**src/rtl/hs_flow_pkg.sv**
```systemverilog
package hs_flow_pkg;

    typedef enum logic [1:0] {
        IRQ_NONE = 2'b00,
        IRQ_RISE = 2'b01,
        IRQ_FALL = 2'b10,
        IRQ_BOTH = 2'b11
    } irq_mode_e;

    localparam int CTRL_TX_EN   = 0;
    localparam int CTRL_RX_EN   = 1;
    localparam int CTRL_SW_HOLD = 2;
    localparam int CTRL_MODE_LO = 3;
    localparam int CTRL_TRIG_LO = 5;
    localparam int STAT_CLR_BIT = 0;

endpackage

```
**src/rtl/flow_cfg_regs.sv**
```systemverilog
module flow_cfg_regs
    import hs_flow_pkg::*;
#(
    parameter int LVL_W = 5,
    parameter int CFG_W = 10
) (
    input  logic             clk,
    input  logic             rst_n,
    input  logic             cfg_we,
    input  logic             cfg_sel,
    input  logic [CFG_W-1:0] cfg_wdata,
    output logic             tx_en,
    output logic             rx_en,
    output logic             sw_hold,
    output irq_mode_e        irq_mode,
    output logic [LVL_W-1:0] trig,
    output logic             irq_clr
);

    typedef struct packed {
        logic             tx_en;
        logic             rx_en;
        logic             sw_hold;
        irq_mode_e        mode;
        logic [LVL_W-1:0] trig;
    } ctrl_t;

    ctrl_t ctrl_d, ctrl_q;

    always_comb begin
        ctrl_d = ctrl_q;
        if (cfg_we && !cfg_sel) begin
            ctrl_d.tx_en   = cfg_wdata[CTRL_TX_EN];
            ctrl_d.rx_en   = cfg_wdata[CTRL_RX_EN];
            ctrl_d.sw_hold = cfg_wdata[CTRL_SW_HOLD];
            ctrl_d.mode    = irq_mode_e'(cfg_wdata[CTRL_MODE_LO +: 2]);
            ctrl_d.trig    = cfg_wdata[CTRL_TRIG_LO +: LVL_W];
        end
    end

    always_ff @(posedge clk or negedge rst_n) begin
        if (!rst_n) begin
            ctrl_q <= '0;
        end else begin
            ctrl_q <= ctrl_d;
        end
    end

    assign tx_en    = ctrl_q.tx_en;
    assign rx_en    = ctrl_q.rx_en;
    assign sw_hold  = ctrl_q.sw_hold;
    assign irq_mode = ctrl_q.mode;
    assign trig     = ctrl_q.trig;
    assign irq_clr  = cfg_we && cfg_sel && cfg_wdata[STAT_CLR_BIT];

endmodule

```
**src/rtl/cts_monitor.sv**
```systemverilog
module cts_monitor
    import hs_flow_pkg::*;
#(
    parameter int SYNC_STAGES = 2
) (
    input  logic      clk,
    input  logic      rst_n,
    input  logic      cts_n,
    input  irq_mode_e irq_mode,
    input  logic      irq_clr,
    output logic      cts_busy,
    output logic      irq
);

    typedef struct packed {
        logic [SYNC_STAGES-1:0] sync;
        logic                   prev;
        logic                   irq;
    } mon_t;

    mon_t mon_d, mon_q;
    logic rise, fall, hit;

    always_comb begin
        rise = mon_q.sync[SYNC_STAGES-1] && !mon_q.prev;
        fall = !mon_q.sync[SYNC_STAGES-1] && mon_q.prev;
        unique case (irq_mode)
            IRQ_RISE: hit = rise;
            IRQ_FALL: hit = fall;
            IRQ_BOTH: hit = rise || fall;
            default:  hit = 1'b0;
        endcase
        mon_d      = mon_q;
        mon_d.sync = {mon_q.sync[SYNC_STAGES-2:0], cts_n};
        mon_d.prev = mon_q.sync[SYNC_STAGES-1];
        mon_d.irq  = hit || (mon_q.irq && !irq_clr);
    end

    always_ff @(posedge clk or negedge rst_n) begin
        if (!rst_n) begin
            mon_q.sync <= '1;
            mon_q.prev <= 1'b1;
            mon_q.irq  <= 1'b0;
        end else begin
            mon_q <= mon_d;
        end
    end

    assign cts_busy = mon_q.sync[SYNC_STAGES-1];
    assign irq      = mon_q.irq;

    assert_irq_sticky_R5: assert property (@(posedge clk) disable iff (!rst_n)
        (irq && !irq_clr) |=> irq);

    assert_irq_none_R4: assert property (@(posedge clk) disable iff (!rst_n)
        (irq_mode == IRQ_NONE && !irq) |=> !irq);

    assert_irq_rise_only_R4: assert property (@(posedge clk) disable iff (!rst_n)
        (irq_mode == IRQ_RISE && !irq && !cts_busy) |=> !irq);

endmodule

```
**src/rtl/rts_driver.sv**
```systemverilog
module rts_driver #(
    parameter int CNT_W = 5
) (
    input  logic             clk,
    input  logic             rst_n,
    input  logic [CNT_W-1:0] fifo_count,
    input  logic [CNT_W-1:0] trig,
    input  logic             rx_en,
    input  logic             sw_hold,
    output logic             rts_n
);

    typedef struct packed {
        logic pause;
    } rts_t;

    rts_t rts_d, rts_q;

    always_comb begin
        rts_d       = rts_q;
        rts_d.pause = sw_hold || (rx_en && (fifo_count >= trig));
    end

    always_ff @(posedge clk or negedge rst_n) begin
        if (!rst_n) begin
            rts_q <= '0;
        end else begin
            rts_q <= rts_d;
        end
    end

    assign rts_n = rts_q.pause;

    assert_sw_hold_R9: assert property (@(posedge clk) disable iff (!rst_n)
        sw_hold |=> rts_n);

    assert_level_pause_R6: assert property (@(posedge clk) disable iff (!rst_n)
        (rx_en && fifo_count >= trig) |=> rts_n);

    assert_resume_R7: assert property (@(posedge clk) disable iff (!rst_n)
        (!sw_hold && (!rx_en || fifo_count < trig)) |=> !rts_n);

endmodule

```
**src/rtl/hs_flow_ctrl.sv**
```systemverilog
module hs_flow_ctrl
    import hs_flow_pkg::*;
#(
    parameter  int FIFO_DEPTH  = 16,
    parameter  int SYNC_STAGES = 2,
    localparam int CNT_W       = $clog2(FIFO_DEPTH + 1),
    localparam int CFG_W       = CTRL_TRIG_LO + CNT_W
) (
    input  logic             clk,
    input  logic             rst_n,
    input  logic             cfg_we,
    input  logic             cfg_sel,
    input  logic [CFG_W-1:0] cfg_wdata,
    input  logic [CNT_W-1:0] rx_fifo_count,
    input  logic             tx_req,
    output logic             tx_grant,
    input  logic             cts_n,
    output logic             rts_n,
    output logic             irq
);

    logic             tx_en, rx_en, sw_hold, irq_clr, cts_busy;
    irq_mode_e        irq_mode;
    logic [CNT_W-1:0] trig;

    flow_cfg_regs #(.LVL_W(CNT_W), .CFG_W(CFG_W)) i_cfg (
        .clk      (clk),
        .rst_n    (rst_n),
        .cfg_we   (cfg_we),
        .cfg_sel  (cfg_sel),
        .cfg_wdata(cfg_wdata),
        .tx_en    (tx_en),
        .rx_en    (rx_en),
        .sw_hold  (sw_hold),
        .irq_mode (irq_mode),
        .trig     (trig),
        .irq_clr  (irq_clr)
    );

    cts_monitor #(.SYNC_STAGES(SYNC_STAGES)) i_cts (
        .clk     (clk),
        .rst_n   (rst_n),
        .cts_n   (cts_n),
        .irq_mode(irq_mode),
        .irq_clr (irq_clr),
        .cts_busy(cts_busy),
        .irq     (irq)
    );

    rts_driver #(.CNT_W(CNT_W)) i_rts (
        .clk       (clk),
        .rst_n     (rst_n),
        .fifo_count(rx_fifo_count),
        .trig      (trig),
        .rx_en     (rx_en),
        .sw_hold   (sw_hold),
        .rts_n     (rts_n)
    );

    assign tx_grant = tx_req && !(tx_en && cts_busy);

    assert_tx_hold_R3: assert property (@(posedge clk) disable iff (!rst_n)
        (tx_en && cts_busy) |-> !tx_grant);

    assert_tx_free_R2: assert property (@(posedge clk) disable iff (!rst_n)
        !tx_en |-> (tx_grant == tx_req));

endmodule

```
**config.mk**
```make
export PLATFORM = sky130hd
export DESIGN_NAME = hs_flow_ctrl
export DESIGN_NICKNAME = d
export VERILOG_FILES = /design/src/rtl/hs_flow_pkg.sv /design/src/rtl/flow_cfg_regs.sv /design/src/rtl/cts_monitor.sv /design/src/rtl/rts_driver.sv /design/src/rtl/hs_flow_ctrl.sv
export SDC_FILE = /design/constraint.sdc
export NUM_CORES = 1
export LEC_CHECK = 0
export BUFFER_PORTS_ARGS = -buffer_cell sky130_fd_sc_hd__buf_2
export CAP_MARGIN = 15
export CORE_MARGIN = 3
export CORE_UTILIZATION = 48
export CTS_CLUSTER_DIAMETER = 150
export CTS_CLUSTER_SIZE = 30
export DETAILED_ROUTE_END_ITERATION = 10
export PLACE_DENSITY = 0.76
export REMOVE_ABC_BUFFERS = 1
export SYNTH_ARGS = -nofsm -noshare
export SYNTH_HDL_FRONTEND = slang
export SYNTH_HIERARCHICAL = 1
export SYNTH_SLANG_ARGS = --single-unit
```
**constraint.sdc**
```tcl
create_clock -name clk -period 1.32 [get_ports clk]
set_input_delay 0.264 -clock clk [delete_from_list [all_inputs] [get_ports clk]]
set_output_delay 0.264 -clock clk [all_outputs]
set_load 0.02 [all_outputs]
```
* Word level (Yosys, flattened, before mapping)
Cells that the tools add are included.
** Word-level totals
- Logic and storage cells :: 31
- Flip-flop bits (word level) :: 15
** Operators by class
- Multiplexer cells :: 1
- Equal/unequal tests :: 3
- Magnitude comparators :: 1
- Reduce and logical (&&, ||, !) cells :: 17
** Operators by type and width (number)
- $logic_and 1x1->1 :: 9
- $ge 5x5->1 :: 1
- $logic_not 1->1 :: 5
- $eq 2x2->1 const B :: 2
- $logic_or 1x1->1 :: 3
- $pmux 1 s3 :: 1
- $eq 2x1->1 const B :: 1

* Logic depth before layout (Yosys ltp)
Gate-level depths: netlist (run 1).
- Word-level depth :: 5
- Mapped depth :: 5
- Gate-level depth less buffers :: 5

* Cells and area by module
The synthesis (run 1) kept the hierarchy.
** By module, submodules not included
- flow_cfg_regs :: times used 1, seq. area each 250.2 µm², area each 441.7 µm², cells each 23
- cts_monitor :: times used 1, seq. area each 103.8 µm², area each 170.2 µm², cells each 14
- rts_driver :: times used 1, seq. area each 25.0 µm², area each 148.9 µm², cells each 18
- hs_flow_ctrl :: times used 1, seq. area each 0.0 µm², area each 11.3 µm², cells each 1

* Worst setup path before layout (run 1)
Ideal clock, no wire load.
- Path kind :: register to register
- Start point :: register i_cts.mon_q, in the netlist i_cts/cts_busy
- End point :: register, netlist name i_cts/irq
- Arrival time :: 1.083 ns
- Data required time :: 1.182 ns
- Buffers on the path :: 0
- Setup slack :: 0.099 ns
- Stages on the path, launching flop included :: 6
- Clock period less this slack :: 1.221 ns
- Cell sequence :: dfstp_2 inv_1 ha_1 nor2b_1 o21ai_1 o221ai_1
** RTL lines
- start: declaration :: RTL line cts_monitor.sv:21 : mon_t mon_d, mon_q;
- start signal: assignment :: RTL line cts_monitor.sv:45 : mon_q <= mon_d;

* Final worst setup path (run 1)
- Start point :: register i_cts.mon_q, in the netlist i_cts/cts_busy
- End point :: output port tx_grant
** Between the ends
- Word-level cells in the longest chain between the ends :: 3
** RTL lines
- $logic_and 1x1->1 :: RTL line hs_flow_ctrl.sv:60 : assign tx_grant = tx_req && !(tx_en && cts_busy);
- $logic_not 1->1 :: RTL line hs_flow_ctrl.sv:60
- $logic_and 1x1->1 :: RTL line hs_flow_ctrl.sv:60
- end: declaration :: RTL line hs_flow_ctrl.sv:16 : output logic tx_grant,
Every way passes these cells.

==> metrics.txt, run 1 <==
outcome=finished clean; pwr dens=1140 mW/mm^2; Post-synth top cells=dfrtp_1 (12), mux2_4 (10), inv_1 (8), ha_1 (7), dfstp_2 (3); critical path's slowest cell=dfstp_2; post-CTS setup buffers=0; CP Data Arrival Time=1040 ps; TritonRoute pass-1 iters=2; CP cell instances=a21boi_2, buf_2; Synth area leaders=dfrtp_1 (39%), mux2_4 (19%), ha_1 (11%); Mapped Cells=56; clk root buf=clkbuf_4; Worst-path clk slew=80 ps; sequential cell area fraction in the yosys report=0.491; crit share post-route=0.991; TritonCTS clock tree=yes; prevailing post-synth register cell=dfrtp_1; sequential standard cell area=379 um^2; Post-synth EDFFs=0; syn_area_per_cell=between 10 and 15 um^2; worst vdd ir=0.000787 V; final core occ=0.670; area leader, netlist=dfrtp_1; PortBufs=23; CP bufs+invs=1; Placed Area=about 900 um^2; via/cell ratio=~5.0; H-tree depth=1; via count=498; Clock Latency Late Sink=roughly 270 ps; number of synthesis warnings=6; max-cap violations=0; Design Area, Final=about 940 um^2; crit path launch type=flop; hpwl dp=968 um; # DRC=0; total power=1070 uW; #FFs+latches synth=15; ANT cells=0; Max stage delay on crit path=570 ps; Initial Utilization=0.552; Pleak=0.000510 uW; count leader, synth=dfrtp_1; critical path class=flop to output port; DRT iter0 DRCs=3; Post-Layout Cell Count=100; Mapped Area=772 um^2; fin crit period=1310 ps; RSZ-0062 raised after global routing=true; worst setup margin=11.5 ps; Final Max Tran Viols=0; Distinct cells, synth=18; WP data required=1060 ps; initial antenna violation count=0; Crit. End Element=output port; routed len/inst=12.1 um; Synth async-reset ratio=1.00; # fillers=109; die area=between 0.002 and 0.0025 mm^2; critical path's top delay family=flip-flops; DP Worst Slack=45.6 ps; pin count of the biggest net entering global routing=16; core area=0.00140 mm^2; Clock Sinks=15; area delta synth->final=21.4%; I/O Pins=24; Resize count post-CTS=0; gpl congestion=between 0.6 and 0.7; vias in the first global route=475; Fin. Hold Viols=0; Post-layout nets=114; worst min path class=primary input to flop; multi-input combinational cell area=343 um^2; drt total wl=1.21 mm; Final ANT Viol Nets=0; GRT Residual Overflow=0; share of the synthesized area in the top cell type=0.389; worst r2r src=i_cts/cts_busy; die height=46.1 um; FP Rows=13; hold path start=cts_n; dpl cells=95; final setup fails=0; layout cells sized above 1=0.518; upper clock frequency limit=764 MHz; crit path from=i_cts/cts_busy; Max Fanout on Critical Path=4; Worst Tran Pin Value=323 ps; Die X=46.1 um; gr usage total=0.131; first-pass GRT wire length=1.98 mm; Num CTS Buffers=3; Worst slew margin=0.785; maximum clock path buffer count=2; Final Skew=2.21 ps
-- cell families (layout without fill, tap and decap cells) --
group                      after synthesis  after routing  share of synthesized area
AOI/OAI and AO/OA                        8              8                     0.0729
adders and majority gates                7              7                      0.113
buffers and inverters                    9             38                     0.0648
DFF                                     15             15                      0.491
muxes                                   10             10                      0.194
and+or+nand+nor                          7              7                     0.0632
-- report_power, final --
part | switching, uW | internal (uW) | total [uW]
sequential | 41.0 | 528 | 569
clock | 128 | 117 | 245
combinational | 106 | 151 | 257
-- layout make-up --
class	instances	share of cell area
Sequential cell	15	0.405
Multi-Input combinational cell	32	0.366
Timing Repair Buffer	26	0.150
Inverter	8	0.0320
Clock buffer	4	0.0280
Tap cell	15	0.0200
-- metrics by stage --
stage	hold slack, ps	setup TNS [ps]
after floorplan	-31.6	0
final	86.7	0
after global placement	183	0
after global routing	63.3	-74.5
after CTS	76.3	-1.77
after detailed placement	182	0
-- state kept, by name (all words and copies together), names as in the netlist --
signal / cells
i_cfg/trig: 5
i_cfg/irq_mode: 2
i_cfg/rx_en: 1
i_cfg/sw_hold: 1
i_cfg/tx_en: 1
i_cts/cts_busy: 1
i_cts/irq: 1
i_cts/mon_d: 1
i_cts/mon_q: 1
i_rts/rts_n: 1
-- metal layers --
| metal | track usage | up-vias | routed length [um] |
|---|---|---|---|
| met2 | 0.206 | 18 | 551 |
| li1 | - | 250 | - |
| met4 | 0.0511 | 0 | 0 |
| met1 | 0.164 | 230 | 546 |
| met5 | 0 | - | 0 |
| met3 | 0.0430 | 0 | 107 |
-- placed cells by master (no fill, tap or decap) --
| cell | netlist | final |
|---|---|---|
| a21boi_2 | 1 | 1 |
| a21o_1 | 2 | 2 |
| a21oi_1 | 1 | 1 |
| a31oi_1 | 1 | 1 |
| and3_2 | 1 | 1 |
| buf_2 | 0 | 23 |
| buf_4 | 0 | 2 |
| clkbuf_1 | 0 | 1 |
| clkbuf_4 | 0 | 3 |
| dfrtp_1 | 12 | 12 |
| dfstp_2 | 3 | 3 |
| dlygate4sd3_1 | 0 | 1 |
| ha_1 | 7 | 7 |
| inv_1 | 8 | 8 |
| mux2_4 | 10 | 10 |
| nand2_1 | 1 | 1 |
| nand2b_1 | 1 | 1 |
| nand3_1 | 1 | 1 |
| nor2b_1 | 2 | 2 |
| nor2b_4 | 1 | 1 |
| o21ai_1 | 2 | 2 |
| o221ai_1 | 1 | 1 |
-- path summary, 6_finish.rpt --
path                                  endpoint  slack [ps]  depth (start not counted)
worst max-delay path                  tx_grant          10                          2
worst min-delay path            i_cts/mon_d[3]          90                          1
worst max register to register       i_cts/irq          40                          5
worst min register to register  i_cts/cts_busy         360                          0
max in group asynchronous       i_cts/cts_busy         610                          2
min in group asynchronous        i_cfg/trig[4]         410                          2
-- timing repair --
action,CTS,global route
hold endpoints to repair,12,0
endpoints found under the setup margin,1,2
gates cloned,0,0
pin swaps,0,1
hold buffers,1,0
Power figures use the tool's default switching activity.
==> inputs of run 2 (changes only) <==
--- a/config.mk
+++ b/config.mk
@@ -5,6 +5,7 @@
 export SDC_FILE = /design/constraint.sdc
 export NUM_CORES = 1
 export LEC_CHECK = 0
+export ABC_AREA = 1
 export BUFFER_PORTS_ARGS = -buffer_cell sky130_fd_sc_hd__buf_2
 export CAP_MARGIN = 15
 export CORE_MARGIN = 3
@@ -12,7 +13,7 @@
 export CTS_CLUSTER_DIAMETER = 150
 export CTS_CLUSTER_SIZE = 30
 export DETAILED_ROUTE_END_ITERATION = 10
-export PLACE_DENSITY = 0.76
+export PLACE_DENSITY = 0.75
 export REMOVE_ABC_BUFFERS = 1
 export SYNTH_ARGS = -nofsm -noshare
 export SYNTH_HDL_FRONTEND = slang
==> run 2 against run 1 <==
Critical path depth stayed put. Sequential cell count stayed put. Worst hold slack worse by 16 ps. Count of clock-buffer cells in the layout stayed put. Cell area is 0.93% higher. Core utilization is 0.15 points lower. Combinational power is 11% lower. Sequential power is 3% lower. Synthesized area is 1.8% higher. Die area is 1.5% higher. Largest power group unchanged.
==> metrics.txt, run 2 <==
worst setup margin=38.9 ps (was 11.5 ps); Distinct cells, synth=14 (was 18); Mapped Area=786 um^2 (was 772 um^2); FP Rows=13 (unchanged); worst min path class=primary input to flop (unchanged); Post-synth EDFFs=0 (unchanged); WP data required=1060 ps (about the same); upper clock frequency limit=781 MHz (was 764 MHz); vias in the first global route=569 (was 475); Crit. End Element=output port (unchanged); Worst Hold Slack=71.2 ps (was 86.7 ps); count leader, synth=nand2_1 (was dfrtp_1); clk root buf=clkbuf_4 (unchanged); initial antenna violation count=0 (unchanged); critical path class=flop to output port (unchanged); Pleak=0.000567 uW (was 0.000510 uW); share of the synthesized area in the top cell type=0.382 (was 0.389); worst r2r src=i_cts/cts_busy (unchanged); Resize count post-CTS=0 (unchanged); outcome=finished clean (unchanged); Fin. Hold Viols=0 (unchanged); #FFs+latches synth=15 (unchanged); Final ANT Viol Nets=0 (unchanged); gpl congestion=0.728 (was 0.652); die height=46.5 um (was 46.1 um); Mapped Cells=95 (was 56); Die X=46.5 um (was 46.1 um); # DRC=0 (unchanged); PortBufs=23 (unchanged); Final Skew=1.21 ps (was 2.21 ps); die area=0.00216 mm^2 (was 0.00213 mm^2); CP bufs+invs=1 (unchanged); I/O Pins=24 (unchanged); WHS Path Cells=1 (unchanged); ANT cells=0 (unchanged); area delta synth->final=20.4% (was 21.4%); worst vdd ir=0.000754 V (was 0.000787 V); fin crit period=1280 ps (was 1310 ps); max-cap violations=0 (unchanged); gr usage total=0.157 (was 0.131); reg2reg setup slack=100 ps (was 40 ps); number of synthesis warnings=6 (unchanged); CP cell instances=a21oi_2, buf_2 (was a21boi_2, buf_2); via count=648 (was 498); Placed Area=902 um^2 (was 901 um^2); pwr dens=1090 mW/mm^2 (was 1140 mW/mm^2); pin count of the biggest net entering global routing=16 (unchanged); CP Data Arrival Time=1020 ps (was 1040 ps); GRT Residual Overflow=0 (unchanged); hold path start=cts_n (unchanged); DRT iter0 DRCs=9 (was 3); maximum clock path buffer count=2 (unchanged); Hold Path Sink=i_cts/mon_d[3] (unchanged); sequential cell area fraction in the yosys report=0.482 (was 0.491); Post-synth top cells=nand2_1 (35), inv_1 (17), nand3_1 (13), dfrtp_1 (12), ha_1 (7) (was dfrtp_1 (12), mux2_4 (10), inv_1 (8), ha_1 (7), dfstp_2 (3)); Clock Latency Late Sink=280 ps (was 270 ps); Final Max Tran Viols=0 (unchanged); Num CTS Buffers=3 (unchanged); Clock Sinks=15 (unchanged); Post-layout nets=152 (was 114); RSZ-0062 raised after global routing=true (unchanged); Max stage delay on crit path=540 ps (was 570 ps); Worst slew margin=0.785 (about the same); final setup fails=0 (unchanged); critical path's top delay family=flip-flops (unchanged); syn_area_per_cell=8.27 um^2 (was 13.8 um^2); max reg flops=5 (unchanged); Synth area leaders=dfrtp_1 (38%), nand2_1 (17%), ha_1 (11%) (was dfrtp_1 (39%), mux2_4 (19%), ha_1 (11%)); TritonCTS clock tree=yes (unchanged); # fillers=121 (was 109); worst-case reg-to-reg path depth=6 (was 5); crit path launch type=flop (unchanged); layout cells sized above 1=0.285 (was 0.518); prevailing post-synth register cell=dfrtp_1 (unchanged); Worst Tran Pin Value=322 ps (was 323 ps); drt total wl=1.36 mm (was 1.21 mm); area leader, netlist=dfrtp_1 (unchanged); Worst-path clk slew=80 ps (about the same); Synth async-reset ratio=1.00 (unchanged); crit share post-route=0.971 (was 0.991); commonest cells after routing, fill and taps aside=nand2_1 (35), buf_2 (23), inv_1 (17) (was buf_2 (23), dfrtp_1 (12), mux2_4 (10)); Initial Utilization=0.555 (was 0.552); hpwl dp=1.10 mm (was 968 um); Max Fanout on Critical Path=2 (was 4); critical path's slowest cell=dfstp_2 (unchanged); routed len/inst=9.86 um (was 12.1 um); core area=0.00142 mm^2 (was 0.00140 mm^2); DP Worst Slack=170 ps (was 45.6 ps); Design Area, Final=946 um^2 (was 937 um^2); Critical R2R Capture=i_cts/irq (unchanged); TritonRoute pass-1 iters=4 (was 2); via/cell ratio=4.70 (was 4.98); commonest non-fill, non-tap cell in the layout=nand2_1 (was buf_2); H-tree depth=1 (unchanged); first-pass GRT wire length=2.31 mm (was 1.98 mm)
-- run 2: cell count changes in the layout (fill, tap and decap cells not counted), sizes merged, moves of 3 or more --
cell,previous run,this run
nor2b,3,0
nand2,1,36
nand3,1,13
inv,8,18
mux2,10,0
-- run 2: cell type report --
class / instances / area (um^2) / area share
multi-input combinational: 60 / 314 / 0.332
tap: 15 / 18.8 / 0.0198
timing repair buffer: 26 / 140 / 0.148
inverter: 18 / 67.6 / 0.0714
clock buffer: 4 / 26.3 / 0.0278
sequential: 15 / 379 / 0.401
-- run 2: worst max-delay path by stage --
stage                      endpoint      startpoint  cells past startpoint  slack, ps
after floorplan           i_cts/irq  i_cts/cts_busy                      5        220
after global routing       tx_grant  i_cts/cts_busy                      2        -20
after detailed placement  i_cts/irq  i_cts/cts_busy                      5        170
after global placement    i_cts/irq  i_cts/cts_busy                      5        190
final                      tx_grant  i_cts/cts_busy                      2         40
after CTS                  tx_grant  i_cts/cts_busy                      2         30
-- run 2: metrics by stage --
step                cells   util  power [uW]  setup TNS [ps]
floorplan              93      -         697               0
global placement      132  0.637         780               0
detailed placement    132  0.637         788               0
CTS                   138  0.668        1050               0
global route          138  0.668        1120           -16.5
finish                138  0.668        1030               0
-- run 2: logic make-up after synthesis --
family	count (synthesis)	synth area share
adders and majority gates	7	0.111
buffers and inverters	20	0.118
and+or+nand+nor	51	0.271
AOI/OAI and AO/OA	2	0.0175
DFF	15	0.482
-- run 2: power by group --
| group | switching [uW] | total [uW] | internal [uW] |
|---|---|---|---|
| combinational | 131 | 229 | 98.0 |
| clock | 137 | 254 | 118 |
| sequential | 30.2 | 550 | 519 |
-- run 2: per-layer routing --
metal | wire (um) | global-route usage | part of all wire | up-vias
met5 | 0 | 0 | 0 | -
met4 | 34 | 0.0852 | 0.025 | 0
met3 | 103 | 0.0625 | 0.076 | 5
met2 | 664 | 0.242 | 0.49 | 15
met1 | 558 | 0.184 | 0.41 | 283
li1 | - | - | - | 345
-- run 2: what timing repair did --
item	in CTS	in global routing
setup endpoints to repair	1	1
hold buffers	1	0
hold endpoints to repair	12	0
buffers inserted	1	0
pin swaps	0	0
-- run 2: worst register-to-register path: stages, from the launching register on --
cell     delay (ps)
dfstp_2         540
buf_4           110
inv_1            40
ha_1            260
nand2_1          40
nand3_1          70
nand2_1          50
